==> config.mk <==
export PLATFORM = sky130hd
export DESIGN_NAME = pmode_ctrl
export DESIGN_NICKNAME = d
export VERILOG_FILES = /design/src/rtl/pmode_pkg.sv /design/src/rtl/pmode_settle_cnt.sv /design/src/rtl/pmode_wake_merge.sv /design/src/rtl/pmode_stop_flag.sv /design/src/rtl/pmode_ctrl.sv
export SDC_FILE = /design/constraint.sdc
export NUM_CORES = 1
export LEC_CHECK = 0
export CORE_UTILIZATION = 35
export CTS_CLUSTER_DIAMETER = 30
export CTS_CLUSTER_SIZE = 30
export DETAILED_ROUTE_END_ITERATION = 12
export PLACE_DENSITY = 0.72
export SETUP_SLACK_MARGIN = 0.3
export SYNTH_ARGS = -nofsm -noshare
export SYNTH_HDL_FRONTEND = slang
export SYNTH_SLANG_ARGS = --single-unit
export TNS_END_PERCENT = 50
==> constraint.sdc <==
create_clock -name clk -period 2.5 [get_ports clk]
set_clock_uncertainty 0.15 [all_clocks]
set_input_delay 0.5 -clock clk [delete_from_list [all_inputs] [get_ports clk]]
set_output_delay 0.5 -clock clk [all_outputs]
set_load 0.02 [all_outputs]
==> src/rtl/pmode_pkg.sv <==
package pmode_pkg;
    localparam int STATE_W = 3;
    localparam int N_WAKE  = 4;

    typedef enum logic [STATE_W-1:0] {
        PM_POR    = 3'd0,
        PM_SETTLE = 3'd1,
        PM_RUN    = 3'd2,
        PM_STOP   = 3'd3,
        PM_BROWN  = 3'd4
    } pm_state_e;
endpackage

==> src/rtl/pmode_settle_cnt.sv <==
module pmode_settle_cnt #(
    parameter int SETTLE_CYC = 16
) (
    input  logic clk,
    input  logic rst_n,
    input  logic active,
    output logic done
);
    localparam int CNT_W = (SETTLE_CYC < 2) ? 1 : $clog2(SETTLE_CYC + 1);
    localparam logic [CNT_W-1:0] LAST = CNT_W'(SETTLE_CYC - 1);

    logic [CNT_W-1:0] cnt;

    // counter restarts whenever the settle state is left
    always_ff @(posedge clk or negedge rst_n) begin
        if (!rst_n) begin
            cnt <= '0;
        end else if (!active) begin
            cnt <= '0;
        end else if (cnt != LAST) begin
            cnt <= cnt + 1'b1;
        end
    end

    assign done = active && (cnt == LAST);
endmodule

==> src/rtl/pmode_wake_merge.sv <==
module pmode_wake_merge #(
    parameter int N_SRC = 4
) (
    input  logic [N_SRC-1:0] src,
    output logic             any
);
    logic [N_SRC:0] chain;

    assign chain[0] = 1'b0;
    for (genvar i = 0; i < N_SRC; i++) begin : g_or
        assign chain[i+1] = chain[i] | src[i];
    end
    assign any = chain[N_SRC];
endmodule

==> src/rtl/pmode_stop_flag.sv <==
module pmode_stop_flag (
    input  logic clk,
    input  logic rst_n,
    input  logic set_req,
    input  logic clr_req,
    output logic flag
);
    // clear wins over set
    always_ff @(posedge clk or negedge rst_n) begin
        if (!rst_n) begin
            flag <= 1'b0;
        end else if (clr_req) begin
            flag <= 1'b0;
        end else if (set_req) begin
            flag <= 1'b1;
        end
    end
endmodule

==> src/rtl/pmode_ctrl.sv <==
module pmode_ctrl
    import pmode_pkg::*;
#(
    parameter int SETTLE_CYC = 16
) (
    input  logic                clk,
    input  logic                rst_n,
    input  logic                supply_ok,
    input  logic                stop_set,
    input  logic                wake_port,
    input  logic                wake_twi,
    input  logic                wake_mon,
    input  logic                wake_ext,
    input  logic                mon_en,
    input  logic                mon_stop_en,
    output logic                cpu_en,
    output logic                core_pwr_en,
    output logic                mon_run,
    output logic                stop_bit,
    output logic [STATE_W-1:0]  state_code
);
    pm_state_e state, nxt;
    logic      settle_done;
    logic      wake_any;
    logic      flag_set, flag_clr;

    pmode_settle_cnt #(.SETTLE_CYC(SETTLE_CYC)) u_settle (
        .clk    (clk),
        .rst_n  (rst_n),
        .active (state == PM_SETTLE),
        .done   (settle_done)
    );

    pmode_wake_merge #(.N_SRC(N_WAKE)) u_wake (
        .src ({wake_ext, wake_mon, wake_twi, wake_port}),
        .any (wake_any)
    );

    assign flag_set = stop_set && (state == PM_RUN);
    assign flag_clr = (nxt == PM_BROWN) || ((state == PM_STOP) && (nxt == PM_RUN));

    pmode_stop_flag u_flag (
        .clk     (clk),
        .rst_n   (rst_n),
        .set_req (flag_set),
        .clr_req (flag_clr),
        .flag    (stop_bit)
    );

    // state register
    always_ff @(posedge clk or negedge rst_n) begin
        if (!rst_n) begin
            state <= PM_POR;
        end else begin
            state <= nxt;
        end
    end

    // transitions
    always_comb begin
        nxt = state;
        unique case (state)
            PM_POR: begin
                if (supply_ok) nxt = PM_SETTLE;         // supply-up
            end
            PM_SETTLE: begin
                if (!supply_ok)       nxt = PM_BROWN;   // sag
                else if (settle_done) nxt = PM_RUN;     // settled
            end
            PM_RUN: begin
                if (!supply_ok)    nxt = PM_BROWN;      // sag
                else if (stop_bit) nxt = PM_STOP;       // sleep
            end
            PM_STOP: begin
                if (!supply_ok)    nxt = PM_BROWN;      // sag
                else if (wake_any) nxt = PM_RUN;        // wake
            end
            PM_BROWN: begin
                if (supply_ok) nxt = PM_SETTLE;         // recover
            end
            default: nxt = PM_POR;
        endcase
    end

    // outputs
    always_comb begin
        cpu_en      = 1'b0;
        core_pwr_en = 1'b1;
        mon_run     = mon_en;
        unique case (state)
            PM_POR, PM_SETTLE, PM_BROWN: begin
                cpu_en = 1'b0;
            end
            PM_RUN: begin
                cpu_en = 1'b1;
            end
            PM_STOP: begin
                core_pwr_en = 1'b0;
                mon_run     = mon_en && mon_stop_en;
            end
            default: begin
                cpu_en = 1'b0;
            end
        endcase
    end

    assign state_code = state;
endmodule

Yosys cells after proc, flatten, opt, wreduce, memory -nomap -nowiden --
Index checks and enable logic that the tools add are counted. Widths: inputs -> output; s select.
Word-level totals: bits in registers 9
Cells by class: add/sub/neg operators 1, equality and inequality tests 9, muxes and demuxes 15, bitwise operators 3, reductions and logical operators 8
Operators with widths (number):
- $mux 3 | 7
- $pmux 3 s4 | 1
- $mux 5 | 2
- $eq 3x2->1 const B | 3
- $eq 3x3->1 const B | 2
- $add 5x1->5 const B | 1
- $eq 5x4->1 const B | 1
- $mux 1 | 5
- $ne 5x4->1 const B | 1
- $logic_and 1x1->1 | 4
- $eq 3x1->1 const B | 1
- $logic_not 3->1 | 1
- $or 1x1->1 | 3
- $ne 2x2->1 const B | 1
- $reduce_bool 2->1 | 1
- $reduce_or 2->1 | 1
- $logic_or 1x1->1 | 1

Logic depth before layout (Yosys ltp) --
Gate-level depths: netlist (run 1).
depth after elaboration 10, gate-level depth with buffers 7, gate-level depth less buffers 6

Cells and area by module --
From an unflattened synthesis (run 1), not the netlist that was laid out.
Second synthesis, totals: cells, all modules 55, area, all modules 596.8 um^2
Modules (own cells, without submodules):
- pmode_settle_cnt | times used 1, cells an instance 24, area each 284.0 um^2, sequential area each 125.1 um^2
- pmode_ctrl | times used 1, cells an instance 28, area each 270.3 um^2, sequential area each 75.1 um^2
- pmode_stop_flag | times used 1, cells an instance 2, area each 35.0 um^2, sequential area each 25.0 um^2
- pmode_wake_merge | times used 1, cells an instance 1, area each 7.5 um^2, sequential area each 0.0 um^2

Least setup slack after synthesis (run 1) --
OpenSTA, ideal clock, no wires.
kind register -> output, start register state[2] (netlist: state_code[2]), end output mon_run, data arrival time 1.212 ns, required time 1.850 ns, slack 0.638 ns, cell stages (with the launch flop) 5, path buffers 1, cell sequence dfrtp_1 -> buf_4 -> nor2b_1 -> nand2_1 -> o21a_1
Between the ends: longest elaborated chain between the ends 2
RTL lines:
- start: declaration | line pmode_ctrl.sv:22 | pm_state_e state, nxt;
- start signal: assignment | line pmode_ctrl.sv:55 | state <= nxt;
- $eq 3x2->1 | line pmode_ctrl.sv:90 | unique case (state)
- $mux 1 | line pmode_ctrl.sv:90
- end: declaration | line pmode_ctrl.sv:18 | output logic mon_run,
Every way passes these cells.

Worst setup path in the final report (run 1) --
start register state[1] (netlist: state_code[1]), end output core_pwr_en
Between the ends: longest elaborated chain between the ends 2
RTL lines:
- $eq 3x2->1 | line pmode_ctrl.sv:90
- $mux 1 | line pmode_ctrl.sv:90
- end: declaration | line pmode_ctrl.sv:17 | output logic core_pwr_en,
Every way passes these cells.

==> results.ini, run 1 <==
[critical_path]
cp_max_fo = 9
cp-end-kind = output port
r2r_slack_ns = 0.67
cp.required_ns = 1.85
cpPeakStageDelay_ns = 0.60
arrival_ns = 1.57
crit_chain = nor2b_1, nand2_1, clkdlybuf4s50_1
crit_path_start_kind = flop
criticalPathCategory = reg2out
cp_slowest_cell = clkdlybuf4s50_1

[timing]
setup_ws_ns = 0.279
finalMaxSlewViolations = 0
hold_viol_final = 0
post-route-min-period_ns = 2.22
setup_viol = 0
maxSlewHeadroom = 0.747
min_period_over_period = 0.889
fin_tns_setup_ns = 0
clock.fmax_ghz = 0.450
rsz0062_at_grt = yes
worst_pin_slew_ns = 0.378

[clock_network]
cts_buffer_depth = 2
numCtsBuffers = 3
root_buffer = clkbuf_4
cts_sinks = 9
postCtsHoldBufs = 0
clock_latency_ns = 0.26
path_clk_slew_ns = 0.06
cts_tree = built
h-tree-depth = 1

[floorplan]
initial_core_util = 0.387
die_height_um = 40.7
io_pins = 17
core_um2 = 1350
fp.dieW_um = 40.7
dieArea_um2 = 1650
rows = 13

[placed_design]
post-place-cells = 83
dp_hpwl_um = 763
place_ws_ns = 0.162
routabilityCongestion = 0.704
placed_cell_area_um2 = 687
portBuffers = 16

[grt]
overflow = 0
antenna_found_initial = 0
first_global_vias = 391
grt_usage = 0.149
grt_max_degree = 12
grt_pass1_wl_um = 1550

[synthesis]
yosysSeqAreaShare = 0.431
synth-async-reset-ratio = 1.00
post-synth-top-area-fraction = 0.431
ys_types = 28
syn_nets = 66
yosysTopAreaCell = dfrtp_1
yosys-top-cells-count = nor2_1, dfrtp_1, a21oi_1, inv_1, xor2_1
synthCells = 54
syn_avg_cell_area_um2 = 9.69
yosysMostFrequentCell = nor2_1
ys_ff_latch = 9
synth_area_um2 = 523
ys_warn_count = 0
yosys-top-cells-area = dfrtp_1, nor2_1, xor2_1
synth-edff-count = 0
ys.flop_type = dfrtp_1

[routing]
highest_layer = met4
wl_met3_um = 54
ant_nets = 0
drc = 0
wirelength_um = 1020
wl_met1_um = 489
vias = 454
drtIter0Drc = 2
first_pass_iters = 4
wl_per_cell_um = 11.7
viasPerCell = 5.22
wl_met2_um = 464

[power]
irDropWorstVdd_uv = 443
p_per_area_nw_per_um2 = 695
cellLeakagePower_uw = 0.000321

[cells_and_area]
nets = 85
stdcell_area_um2 = 716
area_delta_synth_final_pct = 36.8
multi_input_area_um2 = 264
drive_above_1_share = 0.0972
final.fill_count = 125
antenna_cells = 0
final_core_util = 0.530
fin_cells = 87
regArea_um2 = 226

[min_path]
hold_class = in2async

[status]
status = completed

[run]
max-cap-violations = 0

per-stage QoR:
| step | power (µW) | hold WS, ns |
|---|---|---|
| 2_1_floorplan | 326 | 0.0544 |
| 3_3_place_gp | 388 | 0.344 |
| 3_5_place_dp | 391 | 0.370 |
| 4_1_cts | 503 | 0.384 |
| 5_1_grt | 536 | 0.403 |
| 6_report | 498 | 0.373 |
final timing paths:
| check | startpoint | to | depth (start not counted) |
|---|---|---|---|
| setup reg to reg | u_settle.cnt[0]$_DFFE_PN0N_ | u_flag.flag$_DFFE_PN0P_ | 6 |
| min in group clk | u_settle.cnt[4]$_DFFE_PN0N_ | u_settle.cnt[4]$_DFFE_PN0N_ | 2 |
| hold reg to reg | u_settle.cnt[4]$_DFFE_PN0N_ | u_settle.cnt[4]$_DFFE_PN0N_ | 2 |
| setup / recovery | state_code[1]$_DFF_PN0_ | core_pwr_en | 3 |
| hold / removal | rst_n | state_code[0]$_DFF_PN0_ | 1 |
| max in group asynchronous | rst_n | state_code[1]$_DFF_PN0_ | 1 |
cells by family after synthesis:
group,after synthesis,synth area share
DFF,9,0.431
and+or+nand+nor,21,0.223
xor gates and xnor gates,4,0.0670
muxes,1,0.0191
buffers and inverters,6,0.0646
AOI/OAI and AO/OA,11,0.148
adders and majority gates,2,0.0478
cell usage in the layout (no fill, tap or decap):
cell type         n
dfrtp_1           8
o31ai_1           2
mux2i_1           1
a21oi_1           3
nor3_1            1
clkbuf_1          1
o21ba_2           1
or3_1             1
o21a_1            1
nor3b_1           1
inv_1             3
or4b_1            1
xor2_1            3
a211oi_1          1
o21ai_0           1
xnor2_1           1
o32ai_1           1
clkdlybuf4s50_1  14
and3_1            1
nor2_1           10
dlygate4sd2_1     1
ha_1              2
dlymetal6s2s_1    1
clkbuf_4          3
dfrtp_2           1
nor4_1            1
nor2b_1           2
o221ai_1          1
nand2_1           1
and4bb_2          1
nand4b_1          1
buf_4             1
critical path: cells and delay by family (launching register included):
kind	cells	cell delay (ns)
buffers and inverters	1	0.60
flip-flops	1	0.46
AND/OR/NAND/NOR	2	0.25
cell type report:
class,instances,area share
Inverter,3,0.0157
Clock buffer,4,0.0367
Multi-Input combinational cell,39,0.369
Tap cell,15,0.0262
Timing Repair Buffer,17,0.236
Sequential cell,9,0.316
power breakdown:
group	switching [µW]	leakage, µW	total [µW]	internal [µW]
clock network	49.9	0.0000150	111	61.5
registers	29.2	0.000118	202	173
logic	88.1	0.000188	184	95.9
total	167	0.000321	498	330
layer usage:
layer,track usage,vias to the layer above
met2,0.226,13
met3,0.0326,2
li1,-,227
met4,0.100,0
met5,0,-
met1,0.188,212
sequential cells by signal (all words and copies together), names as in the netlist:
register / cells
state_code: 3
u_flag.flag: 1
u_settle.cnt: 5
repair_timing:
action,CTS,global route
setup buffers,0,0
setup endpoints to repair,3,3
resized for setup,2,1
Note: power is estimated with default switching activity, not from simulation.
==> run 2: changes to the inputs <==
--- a/config.mk
+++ b/config.mk
@@ -5,13 +5,13 @@
 export SDC_FILE = /design/constraint.sdc
 export NUM_CORES = 1
 export LEC_CHECK = 0
-export CORE_UTILIZATION = 35
+export CORE_AREA = 2 2 39 41
 export CTS_CLUSTER_DIAMETER = 30
 export CTS_CLUSTER_SIZE = 30
 export DETAILED_ROUTE_END_ITERATION = 12
-export PLACE_DENSITY = 0.72
+export DIE_AREA = 0 0 41 43
+export PLACE_DENSITY = 0.78
 export SETUP_SLACK_MARGIN = 0.3
 export SYNTH_ARGS = -nofsm -noshare
 export SYNTH_HDL_FRONTEND = slang
 export SYNTH_SLANG_ARGS = --single-unit
-export TNS_END_PERCENT = 50
==> constraint.sdc (replaced) <==
create_clock -name clk -period 2.2 [get_ports clk]
set_clock_uncertainty 0.15 [all_clocks]
set_input_delay 0.44 -clock clk [delete_from_list [all_inputs] [get_ports clk]]
set_output_delay 0.44 -clock clk [all_outputs]
set_load 0.02 [all_outputs]
==> results.ini, run 2 (synthesized netlist as in run 1, its figures left out) <==
[critical_path]
cp-end-kind = output port
cpPeakStageDelay_ns = 0.62
crit_path_start_kind = flop
regToRegStartpoint = u_settle.cnt[0]$_DFFE_PN0N_
r2r_cells = 6
r2r_slack_ns = 0.46
cp.required_ns = 1.61
crit_chain = clkdlybuf4s50_1
r2r_end = u_flag.flag$_DFFE_PN0P_
cp_max_fo = 4
crit_family = buffers and inverters
cp.depth = 1
startpoint = u_flag.flag$_DFFE_PN0P_
cp_slowest_cell = clkdlybuf4s50_1
critPathBufInv = 1
arrival_ns = 1.26
criticalPathCategory = reg2out
cp-endpoint = stop_bit

[min_path]
hold_class = in2async

[power]
comb_power_share = 0.364
seq_power_share = 0.413
p_per_area_nw_per_um2 = 773
switchingPower_uw = 193
pwr-share-clk = 0.224
internal-power_uw = 370
irDropWorstVdd_uv = 369
cellLeakagePower_uw = 0.000326
sw_frac_of_total = 0.343

[timing]
maxSlewHeadroom = 0.721
clock.fmax_ghz = 0.542
rsz0062_at_grt = no
finalMaxSlewViolations = 0
hold_viol_final = 0
fin_tns_setup_ns = 0
whs_ns = 0.333
post-route-min-period_ns = 1.85
setup_viol = 0
setup_ws_ns = 0.355
min_period_over_period = 0.839
worst_pin_slew_ns = 0.418

[placed_design]
dp_hpwl_um = 824
place_ws_ns = 0.00460
portBuffers = 16
routabilityCongestion = 0.755

[grt]
antenna_found_initial = 0
first_global_vias = 436
grt_pass1_wl_um = 1780
grt_max_degree = 12
grt_usage = 0.157
overflow = 0

[routing]
viasPerCell = 5.22
wirelength_um = 1100
first_pass_iters = 4
drc = 0
vias = 475
ant_nets = 0
wl_per_cell_um = 12.1
drtIter0Drc = 10

[floorplan]
dieArea_um2 = 1760
core_um2 = 1380
io_pins = 17
fp.dieW_um = 41
rows = 14
die_height_um = 43
initial_core_util = 0.378

[status]
status = completed

[cells_and_area]
nets = 88
largest_reg_flops = 5
top_register = u_settle.cnt
final.fill_count = 141
layout_common_cells = nor2_1, clkdlybuf4s50_1, dfrtp_1
drive_above_1_share = 0.187
antenna_cells = 0
area_delta_synth_final_pct = 39.2

[clock_network]
cts_buffer_depth = 2
cts_tree = built
h-tree-depth = 1
clock_latency_ns = 0.25
cts_sinks = 9
numCtsBuffers = 3
root_buffer = clkbuf_4
path_clk_slew_ns = 0.06
postCtsHoldBufs = 0

[run]
max-cap-violations = 0

==> run 2: cell types whose count changed in the layout (fill, tap and decap cells not counted) <==
cell and change:
buf_4 +3, dlygate4sd2_1 +3, clkdlybuf4s50_1 -4, nor2b_2 +1, ha_2 +1, nor2b_1 -1
dlymetal6s2s_1 -1, ha_1 -1, clkbuf_2 +2
==> run 2: what timing repair did <==
item | CTS | global route
endpoints found under the hold margin | 0 | 0
setup endpoints to repair | 6 | 4
pin swaps | 0 | 0
buffers inserted | 0 | 1
resized for setup | 6 | 8
==> run 2: how the worst min path moves through the flow <==
stage	to	slack (ns)	depth (start not counted)
after floorplan	state_code[0]$_DFF_PN0_	-0.006	0
after global placement	u_settle.cnt[4]$_DFFE_PN0N_	0.34	2
after detailed placement	u_settle.cnt[4]$_DFFE_PN0N_	0.36	2
after CTS	u_flag.flag$_DFFE_PN0P_	0.34	1
after global routing	u_flag.flag$_DFFE_PN0P_	0.37	1
final	u_flag.flag$_DFFE_PN0P_	0.33	1
==> run 2: layout make-up <==
class                   count  area (µm²)  share of cell area
clock buffers               4        26.3              0.0361
flip-flops and latches      9         226               0.311
inverters                   3        11.3              0.0155
well taps                  16        20.0              0.0275
multi-input cells          39         269               0.369
repair buffers             20         175               0.241
==> run 2: per-layer routing <==
layer	GRT usage	routed length (µm)	part of all wire
met5	0	0	0
met4	0.0800	7	0.0063
met3	0.0628	56	0.051
met2	0.219	556	0.50
met1	0.202	483	0.44
==> run 2: stage by stage <==
stage | total power (µW) | area (µm²) | cells | utilization
global placement | 442 | 703 | 86 | 0.508
global route | 602 | 728 | 91 | 0.526
CTS | 568 | 722 | 90 | 0.522
finish | 563 | 728 | 91 | 0.526
detailed placement | 446 | 703 | 86 | 0.508
floorplan | 370 | 523 | 54 | -
==> run 2: power groups by stage <==
stage	sequential (µW)	combinational, µW	clock, µW
floorplan	247	123	0
CTS	231	206	130
global route	236	225	141
detailed placement	234	212	0
finish	232	205	126
global placement	233	210	0
==> run 3: changes to the inputs <==
==> constraint.sdc (replaced) <==
create_clock -name clk -period 1.7 [get_ports clk]
set_clock_uncertainty 0.15 [all_clocks]
set_input_delay 0.34 -clock clk [delete_from_list [all_inputs] [get_ports clk]]
set_output_delay 0.34 -clock clk [all_outputs]
set_load 0.02 [all_outputs]
==> results.ini, run 3 (synthesized netlist as in run 1, its figures left out) <==
[timing]
clock.fmax_ghz = 0.588
whs_ns = 0.221
post-route-min-period_ns = 1.70
setup_ws_ns = 0.00000278
maxSlewHeadroom = 0.722
finalMaxSlewViolations = 0
rsz0062_at_grt = yes
hold_viol_final = 0
min_period_over_period = 1.00
setup_viol = 0
worst_pin_slew_ns = 0.415

[critical_path]
cpPeakStageDelay_ns = 0.43
cp_slowest_cell = dfrtp_2
crit_path_start_kind = flop
startpoint = state_code[2]$_DFF_PN0_
r2r_cells = 5
cp_max_fo = 2
r2r_slack_ns = 0.03
cp.required_ns = 1.21
arrival_ns = 1.21
regToRegStartpoint = state_code[1]$_DFF_PN0_
criticalPathCategory = reg2out
r2r_end = u_flag.flag$_DFFE_PN0P_
crit_chain = nor2b_4, nand2_4, o21a_4, buf_6
cp-end-kind = output port

[cells_and_area]
antenna_cells = 0
largest_reg_flops = 5
final_core_util = 0.697
regArea_um2 = 229
area_delta_synth_final_pct = 84.4
nets = 97
layout_commonest_cell = buf_4
final.fill_count = 95
drive_above_1_share = 0.583
multi_input_area_um2 = 409
top_register = u_settle.cnt
layout_common_cells = buf_4, clkdlybuf4s50_1, nor2_1, buf_6, dfrtp_1
stdcell_area_um2 = 965

[floorplan]
dieArea_um2 = 1760
rows = 14
io_pins = 17
core_um2 = 1380
die_height_um = 43
initial_core_util = 0.378
fp.dieW_um = 41

[placed_design]
dp_hpwl_um = 984
portBuffers = 16
routabilityCongestion = 0.766
placed_cell_area_um2 = 790
place_ws_ns = -0.316

[min_path]
hold_class = in2async

[grt]
overflow = 0
grt_usage = 0.207
first_global_vias = 594
grt_max_degree = 10
antenna_found_initial = 0
grt_pass1_wl_um = 2520

[clock_network]
root_buffer = clkbuf_4
clock_latency_ns = 0.26
postCtsHoldBufs = 0
cts_sinks = 9
cts_buffer_depth = 2
numCtsBuffers = 3
h-tree-depth = 1
cts_tree = built
path_clk_slew_ns = 0.07

[routing]
first_pass_iters = 4
viasPerCell = 5.37
drc = 0
wl_per_cell_um = 16.3
drtIter0Drc = 10
vias = 537
ant_nets = 0
wirelength_um = 1630

[power]
irDropWorstVdd_uv = 672
power_uw = 912
p_per_area_nw_per_um2 = 946
cellLeakagePower_uw = 0.000401

[run]
max-cap-violations = 0

[status]
status = completed

-- run 3: cell types whose count changed in the layout (fill, tap and decap cells not counted), sizes merged --
cell,delta
buf,+16
clkdlybuf4s50,-1
clkbuf,-3
clkinv,+1
dlygate4sd2,-4
-- run 3: through the flow --
stage	setup TNS, ns	cells
5_1_grt	-0.100	100
4_1_cts	0	100
3_3_place_gp	-0.442	90
3_5_place_dp	-0.488	90
6_report	0	100
2_1_floorplan	0	54
-- run 3: cell type report --
class / instances / area share
clock buffers: 3 / 0.0233
clock inverters: 1 / 0.00519
inverters: 3 / 0.0117
multi-input cells: 39 / 0.424
flip-flops and latches: 9 / 0.237
well taps: 16 / 0.0208
repair buffers: 29 / 0.278
-- run 3: how the worst max path moves through the flow --
stage	endpoint	slack [ns]	depth (start not counted)
2_1_floorplan	u_settle.cnt[3]$_DFFE_PN0N_	0.04	7
3_3_place_gp	mon_run	-0.30	3
3_5_place_dp	mon_run	-0.32	3
4_1_cts	mon_run	0.004	4
5_1_grt	mon_run	-0.07	4
6_report	mon_run	0.000003	4
-- run 3: power by group --
| part | total [µW] | switching (µW) | leakage, µW | internal [µW] |
|---|---|---|---|---|
| clock network | 172 | 85.0 | 0.0000177 | 86.9 |
| logic | 433 | 217 | 0.000268 | 217 |
| registers | 307 | 50.0 | 0.000115 | 257 |
| total | 912 | 352 | 0.000401 | 561 |
-- run 3: layer usage --
| metal | wire length [µm] | part of all wire | global-route usage | vias up |
|---|---|---|---|---|
| li1 | - | - | - | 251 |
| met1 | 605 | 0.37 | 0.244 | 274 |
| met2 | 971 | 0.60 | 0.353 | 10 |
| met3 | 29 | 0.018 | 0.0366 | 2 |
| met4 | 19 | 0.012 | 0.0733 | 0 |
| met5 | 0 | 0 | 0 | - |
-- run 3: timing repair --
item,CTS,global route
setup endpoints to repair,15,15
resized for setup,46,15
buffers inserted,6,0
pin swaps,8,5
-- run 3: critical path: cells and delay by family (launching register included) --
kind,cells,cell delay [ns]
AOI/OAI and AO/OA,1,0.19
buffers and inverters,1,0.12
DFF,1,0.43
and+or+nand+nor,2,0.21
